$ cat config.mk
export PLATFORM = sky130hd
export DESIGN_NAME = wdog_lock_timer
export DESIGN_NICKNAME = d
export VERILOG_FILES = /design/src/rtl/wdt_pkg.sv /design/src/rtl/wdt_cfg_lock.sv /design/src/rtl/wdt_tick_gen.sv /design/src/rtl/wdt_downcount.sv /design/src/rtl/wdog_lock_timer.sv
export SDC_FILE = /design/constraint.sdc
export NUM_CORES = 1
export LEC_CHECK = 0
export BUFFER_PORTS_ARGS = -buffer_cell sky130_fd_sc_hd__buf_2
export CAP_MARGIN = 5
export CORE_MARGIN = 10
export CORE_UTILIZATION = 60
export CTS_CLUSTER_SIZE = 30
export DETAILED_ROUTE_END_ITERATION = 8
export PLACE_DENSITY = 0.81
export SYNTH_ARGS = -nofsm -noshare
export SYNTH_HDL_FRONTEND = slang
export SYNTH_SLANG_ARGS = --single-unit
export TNS_END_PERCENT = 5
$ cat constraint.sdc
create_clock -name clk -period 4.2 [get_ports clk]
set_input_delay 0.63 -clock clk [delete_from_list [all_inputs] [get_ports clk]]
set_output_delay 0.63 -clock clk [all_outputs]
set_load 0.01 [all_outputs]
$ cat src/rtl/wdt_pkg.sv
package wdt_pkg;

  localparam int RELOAD_W = 12;
  localparam int WORD_W   = 16;
  localparam logic [1:0] ACT_IRQ = 2'd2;

  // Field layout of the control word, most significant field first.
  typedef struct packed {
    logic [1:0]          action;
    logic                enable;
    logic                pre_sel;
    logic [RELOAD_W-1:0] reload;
  } wdt_cfg_t;

  function automatic wdt_cfg_t cfg_of(input logic [WORD_W-1:0] word);
    wdt_cfg_t c;
    c = wdt_cfg_t'(word);
    return c;
  endfunction

  function automatic logic is_irq_action(input logic [1:0] act);
    return act == ACT_IRQ;
  endfunction

  function automatic logic [RELOAD_W-1:0] count_down(input logic [RELOAD_W-1:0] c);
    return (c == '0) ? c : c - 1'b1;
  endfunction

endpackage

$ cat src/rtl/wdt_cfg_lock.sv
module wdt_cfg_lock
  import wdt_pkg::*;
(
  input  logic              clk,
  input  logic              rst_n,
  input  logic              wr_en,
  input  logic [WORD_W-1:0] wr_data,
  output wdt_cfg_t          cfg,
  output logic              locked,
  output logic              first_wr,
  output logic              restart_wr
);

  assign first_wr   = wr_en && !locked;
  assign restart_wr = wr_en && locked;

  always_ff @(posedge clk) begin
    if (!rst_n) begin
      locked <= 1'b0;
      cfg    <= '0;
    end else if (first_wr) begin
      locked <= 1'b1;
      cfg    <= cfg_of(wr_data);
    end
  end


  cfg_frozen_chk: assert property (@(posedge clk) disable iff (!rst_n)
    locked |=> (locked && $stable(cfg)));

endmodule

$ cat src/rtl/wdt_tick_gen.sv
module wdt_tick_gen #(
  parameter int PRESCALE_DIV = 16384
) (
  input  logic clk,
  input  logic rst_n,
  input  logic clr,
  input  logic pre_sel,
  output logic half_en,
  output logic dec_en
);

  localparam int PW = (PRESCALE_DIV < 2) ? 1 : $clog2(PRESCALE_DIV);
  localparam logic [PW-1:0] PMAX = PW'(PRESCALE_DIV - 1);

  logic          phase;
  logic [PW-1:0] pcnt;
  logic          pre_en;

  always_ff @(posedge clk) begin
    if (!rst_n || clr) begin
      phase <= 1'b0;
      pcnt  <= '0;
    end else begin
      phase <= ~phase;
      if (phase) pcnt <= (pcnt == PMAX) ? '0 : pcnt + 1'b1;
    end
  end

  assign half_en = phase;
  assign pre_en  = phase && (pcnt == PMAX);
  assign dec_en  = pre_sel ? pre_en : half_en;


  tick_spacing_chk: assert property (@(posedge clk) disable iff (!rst_n)
    dec_en |=> !dec_en);

endmodule

$ cat src/rtl/wdt_downcount.sv
module wdt_downcount
  import wdt_pkg::*;
(
  input  logic                clk,
  input  logic                rst_n,
  input  logic                load,
  input  logic [RELOAD_W-1:0] load_val,
  input  logic                first_load,
  input  logic                first_en,
  input  logic                dec_en,
  output logic                run,
  output logic                cnt_zero,
  output logic                expired
);

  logic [RELOAD_W-1:0] count;

  assign cnt_zero = (count == '0);

  always_ff @(posedge clk) begin
    if (!rst_n) begin
      count   <= '0;
      run     <= 1'b0;
      expired <= 1'b0;
    end else begin
      if (first_load) run <= first_en;
      if (load) begin
        count <= load_val;
      end else if (run && cnt_zero) begin
        expired <= 1'b1;
      end else if (run && dec_en) begin
        count <= count_down(count);
      end
    end
  end


  expired_sticky_chk: assert property (@(posedge clk) disable iff (!rst_n)
    expired |=> expired);


  count_step_chk: assert property (@(posedge clk) disable iff (!rst_n)
    (!load && run && !cnt_zero) |=> ((count == $past(count)) || (count == $past(count) - 1'b1)));


  idle_chk: assert property (@(posedge clk) disable iff (!rst_n)
    (!run && !first_load) |=> !expired);

endmodule

$ cat src/rtl/wdog_lock_timer.sv
module wdog_lock_timer
  import wdt_pkg::*;
#(
  parameter int PRESCALE_DIV = 16384
) (
  input  logic        clk,
  input  logic        rst_n,
  input  logic        wr_en,
  input  logic [15:0] wr_data,
  output logic        irq_o,
  output logic        rst_req_o
);

  wdt_cfg_t            cfg;
  wdt_cfg_t            wr_cfg;
  logic                locked;
  logic                first_wr;
  logic                restart_wr;
  logic                load;
  logic [RELOAD_W-1:0] load_val;
  logic                half_en;
  logic                dec_en;
  logic                run;
  logic                cnt_zero;
  logic                expired;

  assign wr_cfg = cfg_of(wr_data);

  wdt_cfg_lock u_lock (
    .clk        (clk),
    .rst_n      (rst_n),
    .wr_en      (wr_en),
    .wr_data    (wr_data),
    .cfg        (cfg),
    .locked     (locked),
    .first_wr   (first_wr),
    .restart_wr (restart_wr)
  );

  assign load     = first_wr || restart_wr;
  assign load_val = first_wr ? wr_cfg.reload : cfg.reload;

  wdt_tick_gen #(.PRESCALE_DIV(PRESCALE_DIV)) u_tick (
    .clk     (clk),
    .rst_n   (rst_n),
    .clr     (load),
    .pre_sel (cfg.pre_sel),
    .half_en (half_en),
    .dec_en  (dec_en)
  );

  wdt_downcount u_cnt (
    .clk        (clk),
    .rst_n      (rst_n),
    .load       (load),
    .load_val   (load_val),
    .first_load (first_wr),
    .first_en   (wr_cfg.enable),
    .dec_en     (dec_en),
    .run        (run),
    .cnt_zero   (cnt_zero),
    .expired    (expired)
  );

  assign irq_o     = expired && is_irq_action(cfg.action);
  assign rst_req_o = expired && !is_irq_action(cfg.action);


  one_output_chk: assert property (@(posedge clk) disable iff (!rst_n)
    !(irq_o && rst_req_o));


  zero_expire_chk: assert property (@(posedge clk) disable iff (!rst_n)
    (run && cnt_zero && !load) |=> (irq_o || rst_req_o));


  lock_after_write_chk: assert property (@(posedge clk) disable iff (!rst_n)
    wr_en |=> locked);


  reset_clear_chk: assert property (@(posedge clk)
    !rst_n |=> (!irq_o && !rst_req_o && !locked));


  half_rate_chk: assert property (@(posedge clk) disable iff (!rst_n)
    (half_en && !load) |=> !half_en);

endmodule

# [Word level (Yosys, flattened, before mapping)]
# Cells that the tools add are included.
[word_totals] inputBits=19 register_bits=45
[classes] bitwise=2 reduce_logical=16 eq_ne=4 n_mux=7 addsub=2
[ops] op="12-bit 2-to-1 mux" n=5
[ops] op="14-bit by 1-bit adder with 14-bit output, second input constant" n=1
[ops] op="14-bit == test, second input constant" n=1
[ops] op="14-bit 2-to-1 mux" n=1
[ops] op="12-bit zero test" n=1
[ops] op="12-bit by 1-bit subtractor with 12-bit output, second input constant" n=1
[ops] op="1-bit logical AND" n=7
[ops] op="2-bit != test, second input constant" n=2
[ops] op="1-bit zero test" n=3
[ops] op="3-bit AND reduction" n=1
[ops] op="2-bit == test, second input constant" n=1
[ops] op="1-bit logical OR" n=2
[ops] op="1-bit NOT" n=2
[ops] op="2-bit AND reduction" n=1
[ops] op="2-bit nonzero test" n=1
[ops] op="1-bit 2-to-1 mux" n=1

# [Logic depth before layout (Yosys ltp)]
# Gate-level depths: netlist of run 1.
[logic_depth] word_depth=7 mapped_depth=7 depth_no_buf=7

# [Cells and area by module]
# Synthesis of run 1 repeated with hierarchy kept, for this count alone.
[hier_totals] cells_unflattened=272 area_unflattened_um2=2534.9
[by_module_without_submodules] module="wdt_downcount" instances=1 cells_per_inst=99 area_per_inst_um2=865.8 seq_area_each_um2=280.3
[by_module_without_submodules] module="wdt_tick_gen" instances=1 cells_per_inst=82 area_per_inst_um2=764.5 seq_area_each_um2=300.3
[by_module_without_submodules] module="wdt_cfg_lock" instances=1 cells_per_inst=74 area_per_inst_um2=700.7 seq_area_each_um2=340.3
[by_module_without_submodules] module="wdog_lock_timer" instances=1 cells_per_inst=17 area_per_inst_um2=203.9 seq_area_each_um2=0.0

# [Least setup slack after synthesis of run 1]
# No wires, ideal clock.
[synth_path] kind="in2reg" start="input wr_en" end="register u_cnt.count[10]" setup_ns=0.117 n_path_buf=2 cell_stages=7 t_arrival_ns=1.778 setup_slack_ns=2.305 path_cell_list="buf_2 -> nand2b_1 -> clkbuf_1 -> mux2_2 -> nand2_1 -> o21ai_0 -> a32o_1"
[synth_via] elab_chain_len=4 word_cells_on_any_way=9 classes_between="eq/ne: 2; mux: 2; reduce/logical: 5"
[synth_lines] item="from (decl)" line_no="wdog_lock_timer.sv:8" rtl="input logic wr_en,"
[synth_lines] item="1-bit logical AND, on equally long branches" line_no="wdt_cfg_lock.sv:14, wdt_cfg_lock.sv:15"
[synth_lines] item="1-bit logical OR" line_no="wdog_lock_timer.sv:40" rtl="assign load = first_wr || restart_wr;"
[synth_lines] item="2-bit != test (no line) / 2-bit nonzero test (equally long branches)"
[synth_lines] item="3-bit AND reduction (no line)"
[synth_lines] item="to (signal assigned)" line_no="wdt_downcount.sv:28" rtl="count <= load_val;"
[synth_lines] item="to (signal assigned)" line_no="wdt_downcount.sv:32" rtl="count <= count_down(count);"
[synth_lines] item="to (decl)" line_no="wdt_downcount.sv:16" rtl="logic [RELOAD_W-1:0] count;"
# Parallel ways exist; a longest one is shown, timed or not.
# A chain may end at the register's enable or synchronous reset.

# [Worst setup path in the final report of run 1]
[layout_path] start="register u_lock.locked" end="register u_cnt.count[10]"
[layout_via] elab_chain_len=5 word_cells_on_any_way=10 classes_between="eq/ne: 2; mux: 2; reduce/logical: 6"
[layout_lines] item="from (decl)" line_no="wdt_cfg_lock.sv:9" rtl="output logic locked,"
[layout_lines] item="from (signal assigned)" line_no="wdt_cfg_lock.sv:19" rtl="locked <= 1'b0;"
[layout_lines] item="from (signal assigned)" line_no="wdt_cfg_lock.sv:22" rtl="locked <= 1'b1;"
[layout_lines] item="1-bit zero test" line_no="wdt_cfg_lock.sv:14" rtl="assign first_wr = wr_en && !locked;"
[layout_lines] item="1-bit logical AND" line_no="wdt_cfg_lock.sv:14"
[layout_lines] item="1-bit logical OR" line_no="wdog_lock_timer.sv:40"
[layout_lines] item="2-bit != test (no line) / 2-bit nonzero test (equally long branches)"
[layout_lines] item="3-bit AND reduction (no line)"
# Parallel ways exist; a longest one is shown, timed or not.

==> impl_metrics.sql, run 1 <==
INSERT INTO impl_metrics (metric_group, metric, value, unit) VALUES
('outcome', 'run_status', 'finished, final reports clean', ''),
('synth', 'synthesis.instances', '263', ''),
('place', 'gp_routability_congestion', '0.802', ''),
('clock_tree', 'post-cts-setup-buffers', '0', ''),
('worst_setup_path', 'timing.critical_path.to_type', 'flop', ''),
('floorplanning', 'core_area', '3630', 'um^2'),
('finish', 'drive_above_1_share', '0.141', ''),
('power', 'swShare', '0.264', ''),
('synth', 'synthesis.nets', '285', ''),
('power', 'comb_power_share', '0.174', ''),
('clock_tree', 'clock_latency_at_the_later_pin_of_the_worst_skew_pair', '300', 'ps'),
('floorplanning', 'die_w', '81.0', 'um'),
('timing', 'fin_setup_tns', '0', 'ps'),
('global_routing', 'gr-usage-all-layers', '0.143', ''),
('detailed_routing', 'drc', '0', ''),
('timing', 'slew_headroom', '0.507', ''),
('job', 'drv_cap', '0', ''),
('clock_tree', 'cts_num_sinks', '45', ''),
('clock_tree', 'post_cts.resized_instances', '0', ''),
('global_routing', 'initial_antenna_violation_count', '0', ''),
('power', 'clkPwrFrac', '0.338', ''),
('detailed_routing', 'routed_wirelength', '4260', 'um'),
('floorplanning', 'floorplan.initialDensity', '0.614', ''),
('floorplanning', 'fp-row-count', '22', ''),
('timing', 'final_hold_viol_count', '0', ''),
('clock_tree', 'clock_tree.root_cell', 'clkbuf_8', ''),
('clock_tree', 'cts_tree', 'yes', ''),
('synth', 'avgSynthCellArea', '8.48', 'um^2'),
('finish', 'layout-area-overhead-vs-synth', '9.42', '%'),
('finish', 'diodes', '0', ''),
('floorplanning', 'top_level_ports', '21', ''),
('worst_hold_path', 'hold_path.class', 'flop to flop', ''),
('power', 'total_switching_power', '0.000262', 'W'),
('synth', 'synth.most_common_cell', 'dfxtp_1', ''),
('clock_tree', 'h-tree-depth', '2', ''),
('detailed_routing', 'dr.first_iter.drc_count', '93', ''),
('timing', 'final_setup_fails', '0', ''),
('timing', 'tightest_slew', '736', 'ps'),
('worst_setup_path', 'worst_ep_required_time', '4390', 'ps'),
('timing', 'layout_min_cycle_time', '2200', 'ps'),
('synth', 'postSynth.asyncResetShare', '0', ''),
('worst_setup_path', 'crit_path_start_kind', 'flop', ''),
('power', 'power.static_leakage', '0.940', 'nW'),
('global_routing', 'grt_pass1_wl', '7600', 'um'),
('power', 'share_seq_of_total_power', '0.487', ''),
('synth', 'synth_enable_flop_cells', '0', ''),
('clock_tree', 'tritoncts.num_buffers', '5', ''),
('synth', 'yosysTopAreaCellShare', '0.404', ''),
('global_routing', 'grt.overflow.total', '0', ''),
('synth', 'synth_ff_type', 'dfxtp_1', ''),
('timing', 'grt_setup_unrepaired', 'false', ''),
('synth', 'synth.distinct_cells', '43', ''),
('place', 'port_buffers', '20', ''),
('clock_tree', 'cts_hold_buf', '0', ''),
('floorplanning', 'die_area', '6560', 'um^2'),
('power', 'worst_voltage_drop_across_the_vdd_grid', '0.000354', 'V'),
('worst_setup_path', 'worst-path-max-fanout', '16', ''),
('detailed_routing', 'detail_route.vias_per_cell', '5.59', ''),
('synth', 'synth_top_cells_by_count', 'dfxtp_1, nand2_1, nor2_1, a21boi_0, nand3_1', ''),
('timing', 'fmax', '0.455', 'GHz'),
('worst_setup_path', 'worst-endpoint-arrival', '2390', 'ps'),
('detailed_routing', 'routed-via-count', '1817', ''),
('timing', 'timing_max_transition_violations_final', '0', ''),
('clock_tree', 'worst_setup_hold_path_clk_slew', '80', 'ps'),
('place', 'detailed_place_hpwl', '3070', 'um'),
('timing', 'finalHoldWorstSlack', '464', 'ps'),
('timing', 'post-route-period-util', '0.523', ''),
('synth', 'largest_area_contributor_in_the_netlist', 'dfxtp_1', ''),
('global_routing', 'grt_start_max_net_pins', '41', ''),
('clock_tree', 'ctsLongestPathBuffers', '2', ''),
('detailed_routing', 'dr.pass1.iters', '4', ''),
('synth', 'synthesis_warnings', '0', ''),
('global_routing', 'via_count_of_the_first_global_routing_pass', '1728', ''),
('synth', 'number_of_synthesized_register_bits', '45', ''),
('power', 'power_density', '406', 'nW/um^2'),
('synth', 'synthesis.area', '2230', 'um^2'),
('detailed_routing', 'wl_per_cell', '13.1', 'um'),
('worst_setup_path', 'path_class', 'flop to flop', ''),
('power', 'p_int', '0.000728', 'W'),
('synth', 'ys_top_cells_by_area', 'dfxtp_1, nand2_1, mux2i_1, nor2_1, a21boi_0', ''),
('timing', 'clock_skew', '7.21', 'ps'),
('floorplanning', 'chipHeight', '81.0', 'um'),
('detailed_routing', 'ant_nets', '0', ''),
('synth', 'sequential_fraction_of_the_synthesis_area', '0.404', ''),
('finish', 'fin_nets', '298', '');
[worst max-delay path, stage by stage, from the launching register on]
cell	delay (ps)
dfxtp_1	660
nand2b_1	660
mux2_2	420
nand2_1	60
o21ai_0	70
a32o_1	210
[flip-flops by register name (all words and copies together) (netlist names)]
signal	cells
u_tick.half_en	1
u_cnt.count	12
u_cnt.run	1
u_lock.locked	1
u_cnt.expired	1
u_lock.cfg	15
u_tick.pcnt	14
[final timing paths]
check | startpoint | end | slack [ps] | cells after the start
setup / recovery | u_lock.locked$_SDFFE_PN0N_ | u_cnt.count[10]$_SDFFE_PN0P_ | 2000 | 5
setup reg to reg | u_lock.locked$_SDFFE_PN0N_ | u_cnt.count[10]$_SDFFE_PN0P_ | 2000 | 5
hold reg to reg | u_lock.cfg[12]$_SDFFE_PN0N_ | u_lock.cfg[12]$_SDFFE_PN0N_ | 460 | 2
hold / removal | u_lock.cfg[12]$_SDFFE_PN0N_ | u_lock.cfg[12]$_SDFFE_PN0N_ | 460 | 2
[through the flow]
stage	cells	area [um^2]	setup WS, ps	power (W)	util
after floorplan	263	2230	2300	0.000630	-
after global placement	317	2320	1940	0.000660	0.640
after detailed placement	317	2320	1900	0.000665	0.640
after CTS	325	2440	2000	0.00100	0.672
after global routing	325	2440	1880	0.00105	0.672
final	325	2440	2000	0.000990	0.672
[power by group through the flow]
stage | sequential [W] | clock, W | combinational [W]
2_1_floorplan | 0.000482 | 0 | 0.000148
3_3_place_gp | 0.000491 | 0 | 0.000169
3_5_place_dp | 0.000493 | 0 | 0.000173
4_1_cts | 0.000482 | 0.000346 | 0.000174
5_1_grt | 0.000487 | 0.000362 | 0.000197
6_report | 0.000483 | 0.000335 | 0.000172
[final cells by class]
| type | count | area (um^2) |
|---|---|---|
| multi-input cells | 198 | 1240 |
| fillers | 340 | 1190 |
| flip-flops and latches | 45 | 901 |
| repair buffers | 20 | 100 |
| clock buffers | 7 | 86.3 |
| well taps | 48 | 60.1 |
| clock inverters | 1 | 30.0 |
| inverters | 6 | 22.5 |
[routing by layer]
layer  share of wire  wire length [um]  GRT usage  vias to the layer above
li1                -                 -          -                      934
met4           0.010                43     0.0398                        0
met5               0                 0          0                        -
met2            0.43              1850      0.229                       31
met1            0.49              2100      0.176                      847
met3           0.062               264     0.0541                        5
[placed cells by master, fill, tap and decap left out, drive strengths merged, types with 4 or more instances in the layout]
cell,n
dfxtp,45
nand2,41
nor2,28
buf,20
o21ai,15
a21boi,13
nand3,13
mux2i,11
xnor2,10
xor2,9
nand4,9
clkbuf,7
inv,6
nor2b,5
o211ai,5
nor4,5
a21oi,4
[cells by family (layout without fill, tap and decap cells)]
group	after synthesis	after routing	share of synthesized area
AND/OR/NAND/NOR	117	117	0.263
AO/OA/AOI/OAI	46	46	0.142
flip-flops	45	45	0.404
buffers and inverters	20	34	0.0398
XOR/XNOR	19	19	0.0746
multiplexers	13	13	0.0595
adder cells (fa/ha/maj)	3	3	0.0168
(Power assumes the default switching activity.)
==> run 2, diff against run 1 <==
- CORE_UTILIZATION: 60 -> 58
- PLACE_DENSITY: 0.81 -> 0.78
- clock period: 4.2 -> 2.17 ns (I/O delays scaled with it)
==> run 2 against run 1 <==
Compared with the run above: critical path depth is 2 higher; total power is 93% higher; first-iteration DRC count is 8.6% higher; final area is 1.9% higher; flip-flop and latch count stayed put; sequential power is 92% higher; utilization is 0.29 points higher; maximum frequency is 21% higher; count of clock-buffer cells in the layout is 1 lower; cell count is 2.2% higher; critical endpoint is now u_cnt.count[4]$_SDFFE_PN0P_; largest cell class unchanged.
==> impl_metrics.sql, run 2 (synthesis results as in run 1) <==
INSERT INTO impl_metrics (metric_group, metric, value, unit) VALUES
('timing', 'post-route-period-util', '0.837', ''),
('power', 'power_density', '767', 'nW/um^2'),
('finish', 'regMostFlops', 'u_lock.cfg', ''),
('place', 'detailed_place_hpwl', '3250', 'um'),
('detailed_routing', 'drc', '0', ''),
('place', 'gp_routability_congestion', '0.838', ''),
('worst_setup_path', 'path_class', 'flop to flop', ''),
('worst_hold_path', 'hold_path.class', 'input port to flop', ''),
('detailed_routing', 'wl_per_cell', '13.3', 'um'),
('timing', 'fin_setup_tns', '0', 'ps'),
('worst_setup_path', 'worst_ep_required_time', '2350', 'ps'),
('finish', 'largest_register_ffs', '15', ''),
('global_routing', 'grt.overflow.total', '0', ''),
('floorplanning', 'top_level_ports', '21', ''),
('finish', 'final_util', '0.675', ''),
('floorplanning', 'core_area', '3690', 'um^2'),
('timing', 'tightest_slew', '453', 'ps'),
('clock_tree', 'ctsLongestPathBuffers', '2', ''),
('global_routing', 'grt_pass1_wl', '7730', 'um'),
('job', 'drv_cap', '0', ''),
('place', 'dpl-instance-area', '2380', 'um^2'),
('detailed_routing', 'dr.first_iter.drc_count', '101', ''),
('floorplanning', 'floorplan.initialDensity', '0.605', ''),
('timing', 'final_setup_fails', '0', ''),
('power', 'power.static_leakage', '0.970', 'nW'),
('clock_tree', 'worst_setup_hold_path_clk_slew', '80', 'ps'),
('clock_tree', 'h-tree-depth', '2', ''),
('timing', 'slew_headroom', '0.698', ''),
('clock_tree', 'tritoncts.num_buffers', '5', ''),
('worst_setup_path', 'worst-path-max-fanout', '15', ''),
('timing', 'final_hold_viol_count', '0', ''),
('detailed_routing', 'routed_wirelength', '4430', 'um'),
('clock_tree', 'cts_num_sinks', '45', ''),
('timing', 'timing_max_transition_violations_final', '0', ''),
('clock_tree', 'clock_tree.root_cell', 'clkbuf_8', ''),
('finish', 'drive_above_1_share', '0.162', ''),
('detailed_routing', 'detail_route.vias_per_cell', '5.53', ''),
('detailed_routing', 'dr.pass1.iters', '4', ''),
('timing', 'fmax', '0.551', 'GHz'),
('global_routing', 'grt_start_max_net_pins', '28', ''),
('finish', 'diodes', '0', ''),
('finish', 'top_regs', 'u_lock.cfg (15), u_tick.pcnt (14), u_cnt.count (12)', ''),
('worst_setup_path', 'crit_path_start_kind', 'flop', ''),
('floorplanning', 'fp-row-count', '22', ''),
('clock_tree', 'post_cts.resized_instances', '0', ''),
('clock_tree', 'post-cts-setup-buffers', '0', ''),
('floorplanning', 'die_area', '6730', 'um^2'),
('floorplanning', 'chipHeight', '82.0', 'um'),
('finish', 'layout-area-overhead-vs-synth', '11.6', '%'),
('clock_tree', 'cts_tree', 'yes', ''),
('outcome', 'run_status', 'finished, final reports clean', ''),
('power', 'worst_voltage_drop_across_the_vdd_grid', '0.000580', 'V'),
('clock_tree', 'cts_hold_buf', '0', ''),
('global_routing', 'via_count_of_the_first_global_routing_pass', '1743', ''),
('timing', 'grt_setup_unrepaired', 'false', ''),
('detailed_routing', 'ant_nets', '0', ''),
('floorplanning', 'die_w', '82.0', 'um'),
('finish', 'post-route-cell-area', '2490', 'um^2'),
('worst_setup_path', 'timing.critical_path.to_type', 'flop', ''),
('global_routing', 'gr-usage-all-layers', '0.143', ''),
('clock_tree', 'clock_latency_at_the_later_pin_of_the_worst_skew_pair', '290', 'ps'),
('timing', 'clock_skew', '5.94', 'ps'),
('detailed_routing', 'routed-via-count', '1837', ''),
('timing', 'layout_min_cycle_time', '1820', 'ps'),
('finish', 'layout_commonest_cell', 'dfxtp_1', ''),
('finish', 'fin_nets', '305', ''),
('global_routing', 'initial_antenna_violation_count', '0', ''),
('place', 'port_buffers', '20', ''),
('worst_setup_path', 'worst-endpoint-arrival', '1990', 'ps'),
('finish', 'most-common-layout-cells', 'dfxtp_1, nand2_1, nor2_1', '');
[run 2: per-stage QoR]
step | setup slack, ps | cells | total power (W) | hold WS (ps)
floorplan | 552 | 263 | 0.00122 | 440
global placement | 409 | 324 | 0.00130 | 446
detailed placement | 402 | 324 | 0.00131 | 457
CTS | 351 | 332 | 0.00193 | 268
global route | 174 | 332 | 0.00202 | 286
finish | 354 | 332 | 0.00191 | 273
[run 2: worst max-delay path, cell delays in order (launching register included)]
cell      delay [ps]
dfxtp_1          390
ha_1             210
nand3_1          140
nor4_2           400
o21ai_2          100
buf_4            190
o211ai_1         180
o21ai_0          100
[run 2: cell type report]
type	count	area [um^2]
clock buffer	6	72.6
fill	339	1200
tap	48	60.1
clock inverter	2	38.8
sequential	45	901
inverter	6	22.5
multi-input combinational	198	1240
timing repair buffer	27	153
[run 2: routing by layer]
metal	global-route usage	vias to the layer above	share of wire
met5	0	-	0
met4	0.0510	0	0.010
met3	0.0426	5	0.044
met2	0.224	22	0.45
met1	0.184	854	0.50
li1	-	956	-
[run 2: final timing paths]
kind	slack, ps	cells past startpoint	startpoint	end
setup / recovery	350	7	u_tick.pcnt[0]$_SDFFE_PP0P_	u_cnt.count[4]$_SDFFE_PN0P_
hold / removal	270	3	wr_data[14]	u_lock.cfg[14]$_SDFFE_PN0N_
setup reg to reg	350	7	u_tick.pcnt[0]$_SDFFE_PP0P_	u_cnt.count[4]$_SDFFE_PN0P_
hold reg to reg	470	2	u_lock.cfg[14]$_SDFFE_PN0N_	u_lock.cfg[14]$_SDFFE_PN0N_
[run 2: power by group]
part | leakage [nW] | internal [W] | switching [W]
clock network | 0.0554 | 0.000346 | 0.000276
registers | 0.368 | 0.000875 | 0.0000540
logic | 0.548 | 0.000176 | 0.000183
==> run 3, diff against run 2 <==
- clock period: 2.17 -> 1.7 ns (I/O delays scaled with it)
==> run 3 against run 2 <==
Compared with the run above: via count rose by 6.6%; sequential share of layout area fell by 2.7 points; critical path depth fell by 2; count of clock-buffer cells in the layout rose by 1; sequential power rose by 26%; global-route usage rose by 0.66 points; flip-flop and latch count did not move; non-clock buffer count rose by 19; final area rose by 8.7%; maximum frequency rose by 6.8%; utilization rose by 5.9 points.
==> impl_metrics.sql, run 3 (synthesis results as in run 1) <==
INSERT INTO impl_metrics (metric_group, metric, value, unit) VALUES
('worst_setup_path', 'worst-endpoint-arrival', '1890', 'ps'),
('job', 'drv_cap', '0', ''),
('detailed_routing', 'ant_nets', '0', ''),
('finish', 'regMostFlops', 'u_lock.cfg', ''),
('worst_setup_path', 'crit_path_start_kind', 'flop', ''),
('global_routing', 'grt_start_max_net_pins', '19', ''),
('floorplanning', 'core_area', '3690', 'um^2'),
('clock_tree', 'h-tree-depth', '2', ''),
('detailed_routing', 'routed-via-count', '1959', ''),
('detailed_routing', 'route.met2.wl', '2480', 'um'),
('floorplanning', 'chipHeight', '82.0', 'um'),
('global_routing', 'grt.overflow.total', '0', ''),
('finish', 'layout-area-overhead-vs-synth', '21.3', '%'),
('floorplanning', 'die_w', '82.0', 'um'),
('worst_setup_path', 'cp_slowest_cell', 'or4_4', ''),
('worst_setup_path', 'worst-path-max-fanout', '4', ''),
('detailed_routing', 'routed.top_layer', 'met4', ''),
('detailed_routing', 'dr.first_iter.drc_count', '153', ''),
('detailed_routing', 'wl_met1', '2390', 'um'),
('clock_tree', 'cts_tree', 'yes', ''),
('finish', 'top_regs', 'u_lock.cfg (15), u_tick.pcnt (14), u_cnt.count (12)', ''),
('power', 'power_density', '952', 'nW/um^2'),
('worst_setup_path', 'timing.critical_path.to_type', 'flop', ''),
('finish', 'diodes', '0', ''),
('outcome', 'run_status', 'finished, final reports clean', ''),
('timing', 'tightest_slew', '465', 'ps'),
('clock_tree', 'cts_num_sinks', '45', ''),
('clock_tree', 'cts_hold_buf', '0', ''),
('place', 'gp_routability_congestion', '0.883', ''),
('timing', 'grt_setup_unrepaired', 'true', ''),
('power', 'worst_voltage_drop_across_the_vdd_grid', '0.000617', 'V'),
('global_routing', 'gr-usage-all-layers', '0.150', ''),
('detailed_routing', 'detail_route.vias_per_cell', '5.58', ''),
('timing', 'layout_min_cycle_time', '1700', 'ps'),
('detailed_routing', 'routed_wirelength', '5200', 'um'),
('finish', 'fin_nets', '324', ''),
('place', 'pre_cts_slack', '-66.3', 'ps'),
('timing', 'final_setup_fails', '0', ''),
('detailed_routing', 'wl_per_cell', '14.8', 'um'),
('worst_setup_path', 'cp_cell_sequence', 'or4_4 > nor3b_2 > xnor2_1 > mux2i_1 > a32o_2', ''),
('timing', 'final_hold_viol_count', '0', ''),
('global_routing', 'grt_pass1_wl', '8000', 'um'),
('detailed_routing', 'drc', '0', ''),
('timing', 'fmax', '0.588', 'GHz'),
('clock_tree', 'clock_tree.root_cell', 'clkbuf_8', ''),
('worst_setup_path', 'critPathTopFamily', 'simple AND/OR/NAND/NOR gates', ''),
('detailed_routing', 'wl_met3', '279', 'um'),
('timing', 'timing_max_transition_violations_final', '0', ''),
('timing', 'post-route-period-util', '1.00', ''),
('worst_setup_path', 'cp_slowest_stage_delay', '570', 'ps'),
('global_routing', 'initial_antenna_violation_count', '0', ''),
('finish', 'most-common-layout-cells', 'nand2_1, dfxtp_1, nor2_1', ''),
('worst_setup_path', 'worst_path_buffer_plus_inverter_count', '0', ''),
('finish', 'layout_commonest_cell', 'nand2_1', ''),
('worst_setup_path', 'path_class', 'flop to flop', ''),
('worst_setup_path', 'worst_ep_required_time', '1890', 'ps'),
('place', 'port_buffers', '20', ''),
('timing', 'post-route-worst-setup-slack', '0.382', 'ps'),
('floorplanning', 'die_area', '6730', 'um^2'),
('floorplanning', 'floorplan.initialDensity', '0.605', ''),
('place', 'detailed_place_hpwl', '3610', 'um'),
('clock_tree', 'clock_latency_at_the_later_pin_of_the_worst_skew_pair', '300', 'ps'),
('timing', 'clock_skew', '5.87', 'ps'),
('power', 'post-layout-total-power', '0.00258', 'W'),
('clock_tree', 'ctsLongestPathBuffers', '2', ''),
('clock_tree', 'worst_setup_hold_path_clk_slew', '80', 'ps'),
('clock_tree', 'tritoncts.num_buffers', '5', ''),
('detailed_routing', 'dr.pass1.iters', '4', ''),
('finish', 'drive_above_1_share', '0.254', ''),
('floorplanning', 'top_level_ports', '21', ''),
('worst_hold_path', 'hold_path.class', 'input port to flop', ''),
('power', 'power.static_leakage', '1.10', 'nW'),
('global_routing', 'via_count_of_the_first_global_routing_pass', '1847', ''),
('timing', 'slew_headroom', '0.688', ''),
('floorplanning', 'fp-row-count', '22', ''),
('finish', 'largest_register_ffs', '15', '');
## run 3: power by group
| group | switching, W | internal (W) |
|---|---|---|
| clock | 0.000355 | 0.000479 |
| combinational | 0.000292 | 0.000277 |
| sequential | 0.0000551 | 0.00112 |
## run 3: cell type report
type,count,area [um^2]
clock inverter,1,30.0
multi-input combinational,198,1310
timing repair buffer,46,295
fill,282,982
inverter,6,22.5
sequential,45,907
clock buffer,7,86.3
tap,48,60.1
## run 3: worst min-delay path: cells and delay by family
family,cells,cell delay (ps)
AO/OA/AOI/OAI,1,60
buffers and inverters,1,90
AND/OR/NAND/NOR,1,50
## run 3: metal layers
metal / track usage / up-vias
li1: - / 989
met1: 0.187 / 914
met2: 0.240 / 48
met3: 0.0513 / 8
met4: 0.0442 / 0
met5: 0 / -
## run 3: worst paths after layout
check	endpoint	from	slack (ps)	depth (start not counted)
max	u_cnt.count[9]$_SDFFE_PN0P_	u_cnt.count[3]$_SDFFE_PN0P_	0.4	5
min	u_lock.cfg[14]$_SDFFE_PN0N_	wr_data[14]	200	3
max reg2reg	u_cnt.count[9]$_SDFFE_PN0P_	u_cnt.count[3]$_SDFFE_PN0P_	0.4	5
min reg2reg	u_lock.cfg[0]$_SDFFE_PN0N_	u_lock.cfg[0]$_SDFFE_PN0N_	470	2
## run 3: timing repair
| action | 4_1_cts | 5_1_grt |
|---|---|---|
| buffers inserted | 0 | 4 |
| resized for setup | 3 | 16 |
| gates cloned | 0 | 0 |
| pin swaps | 3 | 4 |
| endpoints found under the setup margin | 4 | 12 |
## run 3: metrics by stage
step                setup TNS, ps   util  hold WS, ps  cell area [um^2]  cells
CTS                             0  0.711          208              2620    347
global route                 -420  0.734          209              2710    351
floorplan                       0      -          400              2230    263
detailed placement           -129  0.675          456              2490    339
finish                          0  0.734          204              2710    351
global placement                0  0.675          447              2490    339
